<file path="config.mk">
export PLATFORM = sky130hd
export DESIGN_NAME = conv_interval_sched
export DESIGN_NICKNAME = d
export VERILOG_FILES = /design/src/rtl/conv_sched_pkg.sv /design/src/rtl/conv_cfg_reg.sv /design/src/rtl/conv_interval_timer.sv /design/src/rtl/conv_interval_sched.sv
export SDC_FILE = /design/constraint.sdc
export NUM_CORES = 1
export LEC_CHECK = 0
export ABC_AREA = 1
export CAP_MARGIN = 30
export CORE_ASPECT_RATIO = 1.4
export CORE_MARGIN = 2
export CORE_UTILIZATION = 45
export CTS_CLUSTER_DIAMETER = 60
export CTS_CLUSTER_SIZE = 24
export DETAILED_ROUTE_END_ITERATION = 10
export GPL_ROUTABILITY_DRIVEN = 0
export PLACE_DENSITY = 0.72
export SLEW_MARGIN = 20
export SYNTH_ARGS = -nofsm -noshare
export SYNTH_HDL_FRONTEND = slang
export SYNTH_SLANG_ARGS = --single-unit
</file>
<file path="constraint.sdc">
create_clock -name clk -period 1.9 [get_ports clk]
set_input_delay 0.19 -clock clk [delete_from_list [all_inputs] [get_ports clk]]
set_output_delay 0.19 -clock clk [all_outputs]
set_load 0.1 [all_outputs]
</file>
<file path="src/rtl/conv_sched_pkg.sv">
package conv_sched_pkg;
  localparam int unsigned CFG_W      = 8;
  localparam int unsigned CODE_W     = 3;
  localparam int unsigned BIT_SMPDLY = 7;
  localparam int unsigned BIT_TRLDLY = 6;
  localparam logic [CFG_W-1:0] CFG_MASK = 8'hC7;
  localparam int unsigned BASE_SHIFT = 4;
  localparam int unsigned MAX_MULT   = 2048;

  function automatic logic [31:0] interval_of(input int unsigned conv,
                                              input logic [CODE_W-1:0] code);
    return 32'(conv) << (32'(code) + 32'(BASE_SHIFT));
  endfunction
endpackage

</file>
<file path="src/rtl/conv_cfg_reg.sv">
module conv_cfg_reg
  import conv_sched_pkg::*;
(
  input  logic              clk,
  input  logic              rst,
  input  logic              we,
  input  logic [CFG_W-1:0]  wdata,
  output logic [CFG_W-1:0]  rdata,
  output logic [CODE_W-1:0] code,
  output logic              smp_dly,
  output logic              trl_dly
);
  logic [CFG_W-1:0] cfg_q;

  always_ff @(posedge clk) begin
    if (rst)     cfg_q <= '0;
    else if (we) cfg_q <= wdata & CFG_MASK;
  end

  assign rdata   = cfg_q;
  assign code    = cfg_q[CODE_W-1:0];
  assign smp_dly = cfg_q[BIT_SMPDLY];
  assign trl_dly = cfg_q[BIT_TRLDLY];

  // readback of the written value, masked
  a_r1_readback: assert property (@(posedge clk) disable iff (rst)
    we |=> rdata == ($past(wdata) & CFG_MASK));
  // unused bits never read as one
  a_r2_unused_zero: assert property (@(posedge clk) disable iff (rst)
    rdata[5:3] == 3'b000);
endmodule

</file>
<file path="src/rtl/conv_interval_timer.sv">
module conv_interval_timer
  import conv_sched_pkg::*;
#(
  parameter int unsigned CONV_CYCLES = 4
) (
  input  logic              clk,
  input  logic              rst,
  input  logic              wr,
  input  logic [CODE_W-1:0] wr_code,
  input  logic [CODE_W-1:0] code,
  output logic              pulse
);
  localparam int unsigned MAX_IV = CONV_CYCLES * MAX_MULT;
  localparam int unsigned CW     = $clog2(MAX_IV + 1);

  logic [CW-1:0] cnt_q;
  logic [CW-1:0] iv_last;

  assign iv_last = CW'(interval_of(CONV_CYCLES, code) - 32'd1);

  always_ff @(posedge clk) begin
    if (rst) begin
      cnt_q <= '0;
      pulse <= 1'b0;
    end else if (wr || code == '0) begin
      cnt_q <= '0;
      pulse <= 1'b0;
    end else if (cnt_q == iv_last) begin
      cnt_q <= '0;
      pulse <= 1'b1;
    end else begin
      cnt_q <= cnt_q + 1'b1;
      pulse <= 1'b0;
    end
  end

  // a pulse is never followed by another pulse
  a_r8_one_cycle: assert property (@(posedge clk) disable iff (rst)
    pulse |=> !pulse);
  // no pulse comes out of a disabled mode
  a_r4_off_quiet: assert property (@(posedge clk) disable iff (rst)
    (code == '0 && !wr) |=> !pulse);
  // a write of code zero allows no pulse after it
  a_r9_stop_now: assert property (@(posedge clk) disable iff (rst)
    (wr && wr_code == '0) |=> !pulse);
  // a nonzero write restarts the count
  a_r7_restart: assert property (@(posedge clk) disable iff (rst)
    (wr && wr_code != '0) |=> (cnt_q == '0 && !pulse));
endmodule

</file>
<file path="src/rtl/conv_interval_sched.sv">
module conv_interval_sched
  import conv_sched_pkg::*;
#(
  parameter int unsigned CONV_CYCLES = 4
) (
  input  logic       clk,
  input  logic       rst,
  input  logic       cfg_we,
  input  logic [7:0] cfg_wdata,
  output logic [7:0] cfg_rdata,
  output logic       sample_dly_en,
  output logic       trial_dly_en,
  output logic       conv_start
);
  logic [CODE_W-1:0] code;

  conv_cfg_reg u_cfg (
    .clk     (clk),
    .rst     (rst),
    .we      (cfg_we),
    .wdata   (cfg_wdata),
    .rdata   (cfg_rdata),
    .code    (code),
    .smp_dly (sample_dly_en),
    .trl_dly (trial_dly_en)
  );

  conv_interval_timer #(.CONV_CYCLES(CONV_CYCLES)) u_tmr (
    .clk     (clk),
    .rst     (rst),
    .wr      (cfg_we),
    .wr_code (cfg_wdata[CODE_W-1:0]),
    .code    (code),
    .pulse   (conv_start)
  );

  // delay outputs track the stored byte
  a_r6_delay_bits: assert property (@(posedge clk) disable iff (rst)
    sample_dly_en == cfg_rdata[7] && trial_dly_en == cfg_rdata[6]);
endmodule

</file>
==> out/summary.md, run 1 <==
In this run the critical register-to-register path is captured at u_tmr.cnt_q[7]. CTS saw 20 sinks. The tools report the worst clock skew as 0.000569 ns. Of the cells placed in the final design, the portion with a size suffix greater than 1 is 11.0%.

The floorplan has 20 rows. The internal portion of the total power is 0.679 mW. After clock tree synthesis, the clock-pin slew on the worst setup and hold paths is 0.11 ns.

Number of cells on the critical path: 8. Global routing used 15.7% of the available tracks. The final route contains 881 vias. The die is 60.4 um tall. The DRC violation total after the first TritonRoute iteration is 22, and the total inserted antenna cells is 0. From left edge to right edge, the die measures 44.3 um. Met3 track demand over resource: 2.08%.

In this run the cell area measured after placement is 1140 um^2. Among all stages on the critical path, the largest delay is contributed by sky130_fd_sc_hd__dfxtp_1. The power after layout is 0.945 mW, and the starting density of the core is 47.4%. Across the VDD grid, the largest voltage drop is 419 uV. Leaving out fill and tap cells, the most frequent cells in the layout are sky130_fd_sc_hd__nand2_1 (36), sky130_fd_sc_hd__nor2_1 (27), sky130_fd_sc_hd__inv_1 (19), sky130_fd_sc_hd__dfxtp_1 (17). The prevailing post-synth register cell is sky130_fd_sc_hd__dfxtp_1. The total buffers and inverters traversed by the critical path is 0, and the routing usage on met1 is 16.6%. Setup slack on the worst reg-to-reg path comes out at 0.30 ns.

The synthesized design devotes to its leading area cell type 39.2% of total area. The setup path with the least slack is of type flip-flop to flip-flop. After synthesis the netlist holds a flip-flop and latch count of 20. Sorting the synthesized cells by area gives the leading types as sky130_fd_sc_hd__dfxtp_1 (39%), sky130_fd_sc_hd__nand2_1 (13%), sky130_fd_sc_hd__nor2_1 (9.9%). In the routed layout, each cell is associated on average with a via count of 4.76.

Synthesis handed over a netlist of 148 instances. Across all setup checks in the final design, the least slack found is 0.303 ns. On the critical path the largest part of the delay comes from simple AND/OR/NAND/NOR gates. The flow ran to the end, and the final reports show no timing, DRC or antenna violations. For this run, design rule violations remaining after detail routing come to 0. The reported max-cap violation count is 0. Each instance of the synthesized netlist takes up on average 6.90 um^2. In this run, CTS created clock tree buffers numbering 3. Dividing the detail-routed wire length by the instance count gives 9.98 um. After layout, the minimum clock period comes to 1.60 ns.

After routing, the total negative slack on setup checks comes to 0 ns. The area of the core region is 2150 um^2, and the number of buffers inserted to repair setup after CTS is 0. The number of max-slew violations in the final report is 0, and the pin count of the biggest net entering global routing is 15. The run gives 0 as the number of hold-slack violations in the final timing report.

The tools report the buffer type at the clock tree root as sky130_fd_sc_hd__clkbuf_4. Setup repair after global routing left no endpoint under its margin. For this run, global-route usage on met2 was measured as 28.8%. The library cell with the largest summed area after synthesis is sky130_fd_sc_hd__dfxtp_1.

Prior to clock tree synthesis, the placed netlist has a worst setup slack of 0.297 ns. Walking the worst path, the cells encountered are ha_1 > nand3_1 > nor2_1 > nand3_1 > nor2_1 > nand2_1 > nand2_2 > nor2_1. Setup violations remaining at the end of the flow were counted as 0. TritonCTS built the clock tree.

For this run, the share of the core covered by cells in the final layout is 55.5%. For the initial antenna violation count, the log shows 0. The leakage power of the design is 0.471 nW. The tools report the start of the worst register-to-register path as u_tmr.cnt_q[0]. Yosys printed 0 warnings. The final critical-path share of the clock period is 84.1%.

The largest fanout on the critical path works out to 14. The fraction of power consumed by combinational cells was 16.9%; the number of ports placed on the die boundary was 22. Synthesized area: 1020 um^2. Detailed placement ended at an HPWL of 1390 um. Yosys mapped the design onto 18 distinct sky130hd cell types.

The final non-filler cell area was 1190 um^2; the arrival time reported for the critical path endpoint was 1.80 ns. The run gives 209 as the number of fillers in the final layout. The routed design has 1850 um of wire. The hold buffer count at CTS came out at 0.

The final net count is 176, and the count of flip-flops with a built-in enable after synthesis is 0. The number of buffer cells added on primary ports is 15. In this design, the stage delay of the slowest critical-path cell is 0.37 ns. In this run the worst setup path begins at u_tmr.cnt_q[0].

The fraction of power spent switching nets was 28.1%; the data required time at the worst endpoint was 2.10 ns. The total area of sequential cells was 404 um^2; the area taken by multi-input logic gates was 504 um^2. The path depth of the worst reg2reg path was 8; the number of non-filler instances in the completed layout was 185. For this run, asynchronously set or reset flops after synthesis account for 0%. The logs give 2670 um^2 for the area enclosed by the die boundary and 181 for the number of cells in the design after placement. In this run the worst hold path is classified as primary input to flip-flop. The area growth from synthesis to layout is 16.9%.

The worst setup path is launched from a flip-flop. Once the clock tree was built, the resizer swapped 0 gates to a different size. The via count of the first global-routing pass came out at 839.

The first TritonRoute pass finished after 4 iterations. The worst setup path is captured at a flip-flop. Per report_power, the sequential group accounts for 46.4% of the total. After global routing the overflow that remains totals 0. The power dissipated by switching net loads was 0.266 mW. The power density of the placed cells was 792 nW/um^2. The clock network fraction of design power was 36.7%. Most used routing layer in global routing: met2. Sequential elements use 39.2% of the synthesized area.

Timing would allow up to 626 MHz. The most numerous cell type found on the critical path is sky130_fd_sc_hd__nor2_1. The termination of the worst setup path is u_tmr.cnt_q[7]. Once detail routing completed, the nets flagged for antenna violations numbered 0. Most common cell after layout, fill and taps aside: sky130_fd_sc_hd__nand2_1. The number of levels in the clock H-tree is 1. Hold is met by 0.434 ns. The first global-routing pass estimated 3150 um of wire.

The clock passes through at most 2 buffers. For the worst-skew pair later-pin latency, the log shows 0.30 ns.
[kinds of logic (layout without fill, tap and decap cells)]
family / count (synthesis) / in the layout / share of synthesized area [%]
AO/OA/AOI/OAI: 5 / 5 / 2.94
XOR/XNOR: 13 / 13 / 11.2
AND/OR/NAND/NOR: 82 / 82 / 33.0
flip-flops: 20 / 20 / 39.2
other: 1 / 3 / 0.367
adder cells (fa/ha/maj): 1 / 1 / 1.23
buffers and inverters: 26 / 39 / 12.1
[synth_stat cells, types with 2 or more instances]
cell / count
sky130_fd_sc_hd__a211oi_1: 2
sky130_fd_sc_hd__nand2_1: 36
sky130_fd_sc_hd__nand3_1: 10
sky130_fd_sc_hd__a21oi_1: 3
sky130_fd_sc_hd__nor2_1: 27
sky130_fd_sc_hd__dfxtp_1: 20
sky130_fd_sc_hd__inv_1: 19
sky130_fd_sc_hd__nor3_1: 5
sky130_fd_sc_hd__nand4_1: 2
sky130_fd_sc_hd__buf_4: 5
sky130_fd_sc_hd__xnor2_1: 3
sky130_fd_sc_hd__xor2_1: 10
[power groups by stage]
stage          Combinational [mW]  Sequential, mW  Clock (mW)
6_report                    0.159           0.438       0.347
5_1_grt                     0.170           0.440       0.375
4_1_cts                     0.160           0.439       0.355
3_5_place_dp                0.160           0.448           0
3_3_place_gp                0.159           0.448           0
2_1_floorplan              0.0880           0.493           0
[worst min path at each step]
| stage | startpoint | end | cells after the start |
|---|---|---|---|
| after detailed placement | u_tmr.cnt_q[0] | u_tmr.cnt_q[0] | 1 |
| after global placement | u_tmr.cnt_q[0] | u_tmr.cnt_q[0] | 1 |
| after floorplan | rst | u_cfg.rdata[1] | 1 |
| final | cfg_wdata[1] | u_cfg.rdata[1] | 3 |
| after CTS | cfg_wdata[1] | u_cfg.rdata[1] | 3 |
| after global routing | cfg_wdata[6] | u_cfg.rdata[6] | 3 |
[state kept, by name, summed over array words and instances (netlist names)]
register,flops
u_tmr.cnt_q,14
u_cfg.rdata,5
u_tmr.pulse,1
[area by class of cell]
type / count / area share (%)
multi-input combinational: 104 / 42.2
inverter: 20 / 6.29
timing repair buffer: 15 / 10.9
tap: 22 / 2.31
clock buffer: 3 / 1.89
sequential: 20 / 33.9
clock inverter: 1 / 2.52
[worst register-to-register path, cell delays in order, from the launching register on]
cell,delay (ns)
sky130_fd_sc_hd__dfxtp_1,0.37
sky130_fd_sc_hd__ha_1,0.18
sky130_fd_sc_hd__nand3_1,0.15
sky130_fd_sc_hd__nor2_1,0.21
sky130_fd_sc_hd__nand3_1,0.10
sky130_fd_sc_hd__nor2_1,0.09
sky130_fd_sc_hd__nand2_1,0.09
sky130_fd_sc_hd__nand2_2,0.23
sky130_fd_sc_hd__nor2_1,0.07
[per-layer routing]
metal,wire (um),part of all wire (%),up-vias
li1,-,-,472
met1,796,43,388
met2,921,50,16
met3,77,4.2,5
met4,51,2.8,0
met5,0,0,-
Note: power is estimated with default switching activity, not from simulation.
==> run 2, diff against run 1 <==
--- a/config.mk
+++ b/config.mk
@@ -9,12 +9,12 @@
 export CAP_MARGIN = 30
 export CORE_ASPECT_RATIO = 1.4
 export CORE_MARGIN = 2
-export CORE_UTILIZATION = 45
+export CORE_UTILIZATION = 44
 export CTS_CLUSTER_DIAMETER = 60
 export CTS_CLUSTER_SIZE = 24
 export DETAILED_ROUTE_END_ITERATION = 10
 export GPL_ROUTABILITY_DRIVEN = 0
-export PLACE_DENSITY = 0.72
+export PLACE_DENSITY = 0.74
 export SLEW_MARGIN = 20
 export SYNTH_ARGS = -nofsm -noshare
 export SYNTH_HDL_FRONTEND = slang
==> constraint.sdc (replaced) <==
create_clock -name clk -period 1.4 [get_ports clk]
set_input_delay 0.14 -clock clk [delete_from_list [all_inputs] [get_ports clk]]
set_output_delay 0.14 -clock clk [all_outputs]
set_load 0.1 [all_outputs]
==> run 2 against run 1 <==
  * Routed wire length grew 13%
  * Sequential power grew 38%
  * Final cell count grew 5.9%
  * Clock skew grew 0.010 ns
  * Design area grew 21%
  * Power grew 21%
  * Largest cell class unchanged
  * Clock power shrank 20%
  * Critical endpoint is now u_tmr.cnt_q[10]
==> out/summary.md, run 2 (synthesis gave the netlist of run 1 again) <==
The flow ran to the end, and the final reports show no timing, DRC or antenna violations. The largest fanout on the critical path was 2; the detailed-route wire length per cell was 10.6 um. The area of the core region is 2180 um^2. The die covers 2730 um^2. Type of the worst min-delay path: primary input to flip-flop. The logs give 0 for the hold buffer count at CTS and 1 for the number of levels in the clock H-tree. The number of core rows is 20, and the number of buffers between clock root and the deepest sink is 2. Broken down by cell family, the worst path's largest delay share belongs to flip-flops.

On the critical path, the stage with the largest delay is an instance of sky130_fd_sc_hd__dfxtp_2. After global routing the overflow that remains totals 0. In this run the vertical extent of the chip is 61.0 um.

After detailed placement, the design holds a cell count of 190. The minimum clock period is 1.33 ns. The routed via count divided by cell count was 4.94.

Data arrives at the worst endpoint at 1.53 ns. The finished cells cover 1440 um^2. The standard cell area after detailed placement was 1320 um^2. The critical path goes through ha_4 > nand3_4 > buf_4 > inv_1 > nand2_2 > nor2_1 > xor2_1 > nor2_1.

The via count of the first global-routing pass came out at 959. The type of the worst setup path was flip-flop to flip-flop. Input and output buffers added on the ports amount to 15.

Entering global routing, the biggest net connects 12 pins. TritonCTS built the clock tree. The fraction of power spent switching nets works out to 31.7%.

The share of final-layout standard cells stronger than drive strength 1 was 26.4%. In the final design database the tool counted 187 nets. Power spread over the standard cell area amounts to 797 nW/um^2. Pin placement for this block handled 22 I/O pins. The most numerous cell on the critical path was sky130_fd_sc_hd__nor2_1. The area taken by multi-input logic gates is 583 um^2, and the data required time at the worst endpoint is 1.60 ns. Max-cap violations in this run came to 0.

In the layout the commonest cells are sky130_fd_sc_hd__nand2_1 (32), sky130_fd_sc_hd__nor2_1 (24), sky130_fd_sc_hd__inv_1 (18), sky130_fd_sc_hd__dfxtp_1 (11). The worst path uses 95.2% of the clock period. The worst setup path is captured at a flip-flop.

Summed over all cells, the static leakage comes to 0.544 nW. In this run the power spent charging and discharging nets is 0.364 mW. Together, buffers and inverters on the worst path number 2. After the first detailed-routing iteration, the DRC count stood at 24.

Clock latency on the worst-skew pair, taken at its later pin, is 0.29 ns. Once the floorplan was initialized, standard cells occupied 46.9% of the core. The library cell used most frequently in the layout, excluding fill and tap cells, is sky130_fd_sc_hd__nand2_1. Per report_power, the combinational group accounts for 23.2% of the total.

The tools report the number of hold-slack violations in the final timing report as 0. The area growth from synthesis to layout is 40.9%. For this run, the slowest stage of the critical path takes 0.37 ns. The tools report the nature of the critical path startpoint as a flip-flop.

The number of fillers in the final layout came out at 177. Buffer type at the clock tree root: sky130_fd_sc_hd__clkbuf_4. Global routing consumed, over all layers together, 17.4% of the routing resources. Clock-pin slew was measured on the worst setup and hold paths at 0.11 ns. Clock skew on the completed layout was measured at 0.0108 ns. The initial antenna violation count was 0. The internal power of the cells totals 0.783 mW. The first global-routing pass estimated 3560 um of wire. The logs give 0 for the DRC violation count after routing and 419 um^2 for the total area of sequential cells. The register with the most flip-flops in the layout has 14 of them.

The repair_antennas step left the layout with diodes totalling 0. At the end of the flow the core is filled with cells to 66.1%. Registers are responsible for 52.6% of the overall power. The routed design has 2080 um of wire.

In this run the remaining antenna-violating nets after routing total 0. The run gives 3 as the number of buffers inserted during clock tree synthesis. u_tmr.cnt_q holds more flip-flops than any other register. For this design, the sink count on the clock tree is 20. The design draws 1.15 mW. Detailed placement ended at an HPWL of 1560 um. The number of max-slew violations in the final report came out at 0. The number of non-filler instances in the completed layout is 196, and the maximum ir drop on the vdd rail is 476 uV. The total number of vias came out at 968. The maximum clock rate was 751 MHz; the width of the die was 44.7 um. Setup violations remaining at the end of the flow were counted as 0. Before antenna repair, the detailed router went through 4 iterations. Of the total power, the clock network draws 24.2%.
-- run 2: changes by cell type in the layout (fill, tap and decap cells not counted), sizes merged --
cell,change
buf,+10
bufinv,-1
clkbuf,+1
nand2,+1
-- run 2: power groups by stage --
stage,sequential [mW],clock (mW),combinational (mW)
2_1_floorplan,0.668,0,0.120
3_3_place_gp,0.613,0,0.254
3_5_place_dp,0.614,0,0.256
4_1_cts,0.602,0.290,0.265
5_1_grt,0.606,0.314,0.282
6_report,0.603,0.278,0.267
-- run 2: cell type report --
type / instances / share of cell area, %
Inverter: 20 / 5.39
Tap cell: 22 / 1.91
Clock buffer: 4 / 1.83
Sequential cell: 20 / 29.1
Timing Repair Buffer: 25 / 21.2
Multi-Input combinational cell: 105 / 40.5
-- run 2: path summary, 6_finish.rpt --
| path | cells past startpoint | endpoint | slack, ns | startpoint |
|---|---|---|---|---|
| max | 8 | u_tmr.cnt_q[10] | 0.07 | u_tmr.cnt_q[0] |
| min | 3 | u_cfg.rdata[1] | 0.39 | cfg_wdata[1] |
| max reg2reg | 8 | u_tmr.cnt_q[10] | 0.07 | u_tmr.cnt_q[0] |
| min reg2reg | 2 | u_cfg.rdata[6] | 0.51 | u_cfg.rdata[6] |
-- run 2: what timing repair did --
| item | in CTS | in global routing |
|---|---|---|
| setup buffers | 1 | 0 |
| cloned | 1 | 0 |
| endpoints found under the setup margin | 14 | 15 |
| pin swaps | 3 | 7 |
| gates resized for setup | 9 | 12 |
| hold endpoints to repair | 0 | 0 |
-- run 2: through the flow --
step	setup WS [ns]	TNS (ns)	hold WS, ns
2_1_floorplan	0.00426	0	0.199
3_3_place_gp	-0.0463	-0.607	0.494
3_5_place_dp	-0.120	-1.57	0.496
4_1_cts	0.0149	0	0.388
5_1_grt	-0.00314	-0.00314	0.411
6_report	0.0679	0	0.395
-- run 2: layer usage --
layer / up-vias / routed length (um) / track usage, % / part of all wire [%]
li1: 495 / - / - / -
met1: 436 / 817 / 16.5 / 39
met2: 30 / 1100 / 34.6 / 53
met3: 7 / 112 / 2.68 / 5.4
met4: 0 / 57 / 8.66 / 2.7
met5: - / 0 / 0 / 0
-- run 2: worst reg2reg max path, cell delays in order, from the launching register on --
cell	delay, ns
sky130_fd_sc_hd__dfxtp_2	0.37
sky130_fd_sc_hd__ha_4	0.15
sky130_fd_sc_hd__nand3_4	0.09
sky130_fd_sc_hd__buf_4	0.15
sky130_fd_sc_hd__inv_1	0.08
sky130_fd_sc_hd__nand2_2	0.07
sky130_fd_sc_hd__nor2_1	0.13
sky130_fd_sc_hd__xor2_1	0.15
sky130_fd_sc_hd__nor2_1	0.06
==> run 3, diff against run 2 <==
--- a/config.mk
+++ b/config.mk
@@ -10,7 +10,7 @@
 export CORE_ASPECT_RATIO = 1.4
 export CORE_MARGIN = 2
 export CORE_UTILIZATION = 44
-export CTS_CLUSTER_DIAMETER = 60
+export CTS_CLUSTER_DIAMETER = 200
 export CTS_CLUSTER_SIZE = 24
 export DETAILED_ROUTE_END_ITERATION = 10
 export GPL_ROUTABILITY_DRIVEN = 0
==> results of run 3 <==
Same layout as run 2: the final DEF is identical, and so are final timing and power.
